<file path="config.mk">
export PLATFORM = sky130hd
export DESIGN_NAME = uart_regfile
export DESIGN_NICKNAME = d
export VERILOG_FILES = /design/src/rtl/uart_regfile.sv
export SDC_FILE = /design/constraint.sdc
export NUM_CORES = 1
export LEC_CHECK = 0
export BUFFER_PORTS_ARGS = -buffer_cell sky130_fd_sc_hd__buf_2
export CORE_ASPECT_RATIO = 0.6
export CORE_MARGIN = 5
export CORE_UTILIZATION = 49
export CTS_CLUSTER_DIAMETER = 150
export CTS_CLUSTER_SIZE = 14
export DETAILED_ROUTE_END_ITERATION = 8
export PLACE_DENSITY = 0.76
export SYNTH_ARGS = -nofsm -noshare
export SYNTH_HDL_FRONTEND = slang
export SYNTH_SLANG_ARGS = --single-unit
</file>
<file path="constraint.sdc">
create_clock -name clk -period 1.6 [get_ports clk]
set_clock_uncertainty 0.2 [all_clocks]
set_input_delay 0.08 -clock clk [delete_from_list [all_inputs] [get_ports clk]]
set_output_delay 0.08 -clock clk [all_outputs]
set_load 0.1 [all_outputs]
</file>
<file path="src/rtl/uart_regfile.sv">
module uart_regfile #(
  parameter int ADDR_W = 8
) (
  input  logic              clk,
  input  logic              rst_n,
  input  logic [ADDR_W-1:0] addr,
  input  logic              wr_en,
  input  logic              rd_en,
  input  logic [7:0]        wdata,
  output logic [7:0]        rdata,
  input  logic              rx_valid,
  input  logic [7:0]        rx_data,
  output logic              tx_valid,
  input  logic              tx_ready,
  output logic [7:0]        tx_data,
  input  logic [3:0]        modem_in,
  output logic [15:0]       divisor,
  output logic              irq
);
  localparam logic [7:0] ID_NONE = 8'h01;
  localparam logic [7:0] ID_THR  = 8'h02;
  localparam logic [7:0] ID_RX   = 8'h04;

  logic [2:0] a;
  logic       unused_hi;
  logic [7:0] div_lo, div_hi, lcr, scr, rbr, tx_hold;
  logic [3:0] ier;
  logic [4:0] mcr;
  logic       data_rdy, thre, temt, thr_pend;
  logic [7:0] iir, lsr, msr_view;
  logic       dlab, wr_thr, rd_rbr, rd_iir;

  assign a         = addr[2:0];
  assign unused_hi = ^addr[ADDR_W-1:3];
  assign dlab      = lcr[7];
  assign wr_thr    = wr_en && a == 3'd0 && !dlab;
  assign rd_rbr    = rd_en && a == 3'd0 && !dlab;
  assign rd_iir    = rd_en && a == 3'd2;
  assign divisor   = {div_hi, div_lo};
  assign tx_data   = tx_hold;
  assign lsr       = {1'b0, temt, thre, 4'b0000, data_rdy};
  assign msr_view  = mcr[4] ? {mcr[3:2], mcr[0], mcr[1], 4'b0000} : {modem_in, 4'b0000};
  assign irq       = ~iir[0];

  always_comb begin
    if (data_rdy && ier[0])      iir = ID_RX;
    else if (thr_pend && ier[1]) iir = ID_THR;
    else                         iir = ID_NONE;
  end

  always_comb begin
    case (a)
      3'd0:    rdata = dlab ? div_lo : rbr;
      3'd1:    rdata = dlab ? div_hi : {4'b0000, ier};
      3'd2:    rdata = iir;
      3'd3:    rdata = lcr;
      3'd4:    rdata = {3'b000, mcr};
      3'd5:    rdata = lsr;
      3'd6:    rdata = msr_view;
      default: rdata = scr;
    endcase
  end

  always_ff @(posedge clk) begin
    if (!rst_n) begin
      div_lo <= '0; div_hi <= '0; lcr <= '0; scr <= '0; rbr <= '0;
      tx_hold <= '0; ier <= '0; mcr <= '0;
      data_rdy <= 1'b0; thre <= 1'b1; temt <= 1'b1; thr_pend <= 1'b0;
      tx_valid <= 1'b0;
    end else begin
      if (wr_en) begin
        case (a)
          3'd0: if (dlab) div_lo <= wdata; else tx_hold <= wdata;
          3'd1: if (dlab) div_hi <= wdata; else ier <= wdata[3:0];
          3'd3: lcr <= wdata;
          3'd4: mcr <= wdata[4:0];
          3'd7: scr <= wdata;
          default: ;
        endcase
      end
      if (wr_thr) begin
        tx_valid <= 1'b1; thre <= 1'b0; temt <= 1'b0; thr_pend <= 1'b0;
      end else if (tx_valid && tx_ready) begin
        tx_valid <= 1'b0; thre <= 1'b1; temt <= 1'b1; thr_pend <= 1'b1;
      end else if (rd_iir && iir == ID_THR) begin
        thr_pend <= 1'b0;
      end
      if (rx_valid) begin
        rbr <= rx_data; data_rdy <= 1'b1;
      end else if (rd_rbr) begin
        data_rdy <= 1'b0;
      end
    end
  end
endmodule

</file>
== Word-level counts from Yosys, hierarchy flattened ==
Cells that the tools add are included.
Storage, ports and cells
  bits in registers: 61
  latch bits: 0
  memory bits (writable): 0
  memory bits (read-only): 0
  input port bits: 34
  output and inout port bits: 34
  logic and storage cells: 59
  memories: 0
Cells by class
  $add $sub $neg: 0
  $mul: 0
  divide/modulo/power cells: 0
  magnitude comparators: 0
  equal/unequal tests: 8
  shift operators: 0
  mux-type cells: 14
  bitwise logic cells: 3
  reductions and logical operators: 22
Operators with widths (number)
  8-bit one-hot mux with 7 select lines: 1
  8-bit 2-to-1 mux: 3
  3-bit == test (second input constant): 4
  3-bit AND reduction: 4
  1-bit logical AND: 9
  8-bit by 2-bit == test with 1-bit output (second input constant): 1
  1-bit 2-to-1 mux: 8
  3-bit by 2-bit == test with 1-bit output (second input constant): 2
  2-bit AND reduction: 3
  2-bit nonzero test: 3
  3-bit by 1-bit == test with 1-bit output (second input constant): 1
  3-bit zero test: 1
  3-bit 2-to-1 mux: 1
  1-bit NOT: 3
  2-bit 2-to-1 mux: 1
  2-bit OR reduction: 1
  1-bit zero test: 1

== Depth between registers and ports, before layout ==
  depth in word-level cells: 7
  mapped depth: 6

== Worst setup path after synthesis ==
OpenSTA, ideal clock, no wires.
  path type: reg2out
  start point: register div_lo[0]
  end point: output rdata[0]
  data arrival time: 2.890 ns
  required time: 1.320 ns
  path slack: -1.570 ns
  cell stages (with the launch flop): 4
  path buffers: 0
  cells stage by stage: dfxtp_1 > mux4_2 > nand2b_1 > a31oi_1
Between the ends
  longest elaborated chain between the ends: 2
Ends and longest elaborated chain
  from (decl): line 26  | logic [7:0] div_lo, div_hi, lcr, scr, rbr, tx_hold;
  from (signal assigned): line 73  | 3'd0: if (dlab) div_lo <= wdata; else tx_hold <= wdata;
  8-bit 2-to-1 mux: line 53  | 3'd0: rdata = dlab ? div_lo : rbr;
  8-bit one-hot mux with 7 select lines: line 52  | case (a)
  to (decl): line 10  | output logic [7:0] rdata,
No other way between the ends.

== Worst setup path after layout ==
  start point: register lcr[7]
  end point: output rdata[6]
Between the ends
  longest elaborated chain between the ends: 2
  elaborated cells on any way between the ends: 3
  classes of those cells: mux (3)
Ends and longest elaborated chain
  from (decl): line 26
  from (signal assigned): line 75  | 3'd3: lcr <= wdata;
  8-bit 2-to-1 mux, on equally long branches: line 54, 53
  8-bit one-hot mux with 7 select lines (*): line 52
Mark *: on every way between the ends. The rest lies on a longest branch, timed or not.

==> impl_summary.log <==
[metrics] Worst path most repeated cell: buf_6
[metrics] final cell utilization of the core: 75.4%
[metrics] Yosys Warn Count: 0
[metrics] final cycle utilization of the critical path: 128%
[metrics] data arrival time of the critical path: 1.77 ns
[metrics] GR Util All Layers: 26.7%
[metrics] instance area after placement: 3850 µm²
[metrics] hold violation count in the final report: 0
[metrics] final worst slack: -0.449 ns
[metrics] area of the mapped netlist: 3000 µm²
[metrics] fraction of final layout cells with drive strength greater than 1: 39.1%
[metrics] Skew-Pair Late Insertion Delay: 0.35 ns
[metrics] largest cells by area after synthesis: dfxtp_1, mux2i_1, nand2_1
[metrics] cell accounting for the most synthesized area: dfxtp_1
[metrics] Routability Congestion: 0.917
[metrics] Mean Syn Cell Area: 8.57 µm²
[metrics] Setup TNS Final: -4.33 ns
[metrics] Max-slew headroom: 65.2%
[metrics] failing checks: negative setup slack
[metrics] number of top-level pins: 68
[metrics] commonest cells in the netlist: dfxtp_1, nand2_1, a21oi_1
[metrics] total die area: 7830 µm²
[metrics] max-slew violation total from the final report: 0
[metrics] Static Leakage: 1.84 nW
[metrics] kind of cell adding the most delay to the critical path: compound AO/OA/AOI/OAI gates
[metrics] number of enable-type register cells in the synthesized netlist: 0
[metrics] Site Rows: 22
[metrics] number of sinks handled by clock tree synthesis: 61
[metrics] area added between synthesis and finish: 51.6%
[metrics] count of cell types in the netlist: 54
[metrics] CP max stage cell: dfxtp_4
[metrics] post-route minimum period: 2.05 ns
[metrics] ys async rst share: 0%
[metrics] DRC: 0
[metrics] horizontal die dimension: 111 µm
[metrics] root buffer cell: clkbuf_8
[metrics] TritonCTS clock tree: built
[metrics] global-route wire length before repair: 16400 µm
[metrics] combined buffer and inverter count along the critical path: 3
[metrics] cts bufs inserted: 9
[metrics] Max Cap Violations: 0
[metrics] achievable clock frequency: 0.488 GHz
[metrics] maximum VDD drop: 0.000486 V
[metrics] cell chain of the critical path: buf_6, buf_6, mux2i_1, o32ai_1, a221o_2, buf_12
[metrics] final design instance area without fill: 4540 µm²
[metrics] most frequent cell after synthesis: dfxtp_1
[metrics] Worst Max-Slew Pin Slew: 0.521 ns
[metrics] cell count after synthesis: 350
[metrics] routed length per instance: 19.0 µm
[metrics] Overflow after GRT: 0
[metrics] initial core utilization: 49.7%
[metrics] Power Dens Cells: 804 nW/µm²
[metrics] Detailed Place HPWL: 7080 µm
[metrics] vias per inst: 5.83
[metrics] kind of end point of the critical path: primary output
[metrics] Clk pin slew, worst setup/hold paths: 0.07 ns
[metrics] WS Path Type: reg2out
[metrics] Antenna Cells: 0
[metrics] count of state elements after synthesis: 61
[metrics] violation count after the first detailed-routing iteration: 270
[metrics] Post-Synthesis Net Count: 384
[metrics] setup repair after global routing missed its margin: true
[metrics] critical path peak fanout: 5
[metrics] maximum number of pins on one net before global-route repair: 51
[metrics] clock buffer depth: 2
[metrics] via count: 3263
[metrics] number of nets in the layout: 505
[metrics] initial antenna violation count: 0
[metrics] count of nets left with antenna violations after detail routing: 0
[metrics] most common flop cell mapped by yosys: dfxtp_1
[metrics] result of the run: finished, violations left
[metrics] register area share after synthesis: 40.7%
[metrics] Detailed Routing Iterations Pass 1: 4
[metrics] worst hold-check slack: 0.0165 ns
[metrics] fillers: 426
[metrics] Core Box Area: 6030 µm²
[metrics] required arrival time at the worst endpoint: 1.32 ns
[metrics] type of origin of the critical path: flop
[metrics] total setup violations reported at the end of the flow: 26
[metrics] total wire length after detailed routing: 10600 µm
[metrics] hold crit path type: in2reg
[metrics] count of buffers inserted at the top-level ports: 62
[metrics] slowest stage delay, CP: 0.39 ns
[metrics] fraction of synthesized cell area taken by the top area cell type: 40.7%
[metrics] Die Ht: 70.6 µm
[metrics] depth of the CTS H-tree: 3
[metrics] number of global-route vias before repair: 3117
## stage by stage
step	setup WS (ns)	instances	power (mW)
6_report	-0.449	560	3.65
5_1_grt	-0.505	560	3.78
4_1_cts	-0.460	554	3.62
3_5_place_dp	-0.285	512	2.20
3_3_place_gp	-0.253	512	2.19
2_1_floorplan	-0.960	350	1.98
## flip-flops by register name, summed over array words and instances, names as in the netlist, 4 cells and up
name and count:
tx_data 8, lcr 8, mcr 5, scr 8, div_hi 8, rbr 8, ier 4, div_lo 8
## cell families (layout without fill, tap and decap cells)
kind of cell / after synthesis / count (layout) / synth area share, %
AOI/OAI and AO/OA: 93 / 93 / 18.7
DFF: 61 / 61 / 40.7
buffers and inverters: 37 / 163 / 6.64
muxes: 35 / 35 / 13.4
and+or+nand+nor: 124 / 124 / 20.5
## worst paths after layout
kind,cells past startpoint,start,slack [ns],end
worst max register to register,7,lcr[7],-0.14,tx_data[2]
worst min-delay path,3,rx_valid,0.02,rbr[3]
worst max-delay path,6,lcr[7],-0.45,rdata[6]
worst min register to register,2,lcr[3],0.25,lcr[3]
## layer usage
layer  vias to the layer above  wire [µm]  track usage, %
met2                       177       4900            42.3
met5                         -          0               0
met1                      1571       4610            35.6
met4                         0        212            10.5
met3                        20        926            6.15
li1                       1495          -               -
## worst reg2reg max path, delay by kind of cell, from the launching register on
family,cells,cell delay [ns]
buffers and inverters,4,0.53
AND/OR/NAND/NOR,2,0.36
multiplexers,1,0.20
flip-flops,1,0.37
## cell usage in the layout, fill, tap and decap left out, types with 4 or more instances in the layout
cell | netlist | routed
buf_12 | 0 | 12
nor2_1 | 15 | 14
a21oi_1 | 41 | 38
buf_6 | 4 | 4
mux2i_1 | 26 | 26
dlygate4sd3_1 | 0 | 25
clkbuf_1 | 13 | 4
nand2_1 | 58 | 58
o21ai_0 | 24 | 13
o211ai_1 | 4 | 4
nand3_1 | 22 | 22
dfxtp_1 | 61 | 46
o21ai_2 | 0 | 5
nand3b_1 | 4 | 4
mux2_2 | 5 | 4
buf_2 | 8 | 53
dfxtp_4 | 0 | 9
o21ai_1 | 0 | 6
buf_4 | 5 | 44
dfxtp_2 | 0 | 6
clkbuf_8 | 0 | 10
## area by class of cell
class | count | area, µm² | area share, %
Timing Repair Buffer | 142 | 1220 | 26.9
Sequential cell | 61 | 1260 | 27.8
Multi-Input combinational cell | 252 | 1740 | 38.4
Clock inverter | 2 | 35.0 | 0.771
Clock buffer | 14 | 153 | 3.36
Tap cell | 84 | 105 | 2.31
Inverter | 5 | 25.0 | 0.551
## power breakdown
group | leakage, nW | internal (mW) | total [mW] | switching, mW
Clock | 0.0947 | 0.762 | 1.35 | 0.588
Sequential | 0.505 | 1.54 | 1.56 | 0.0254
Combinational | 1.24 | 0.310 | 0.740 | 0.430
Total | 1.84 | 2.61 | 3.65 | 1.04
## repair_timing
action	CTS	global route
cloned	0	2
hold endpoints to repair	61	9
hold buffers	25	1
buffers inserted	1	4
endpoints found under the setup margin	32	32
gates resized for setup	25	27
pin swaps	7	17
(Power assumes the default switching activity.)
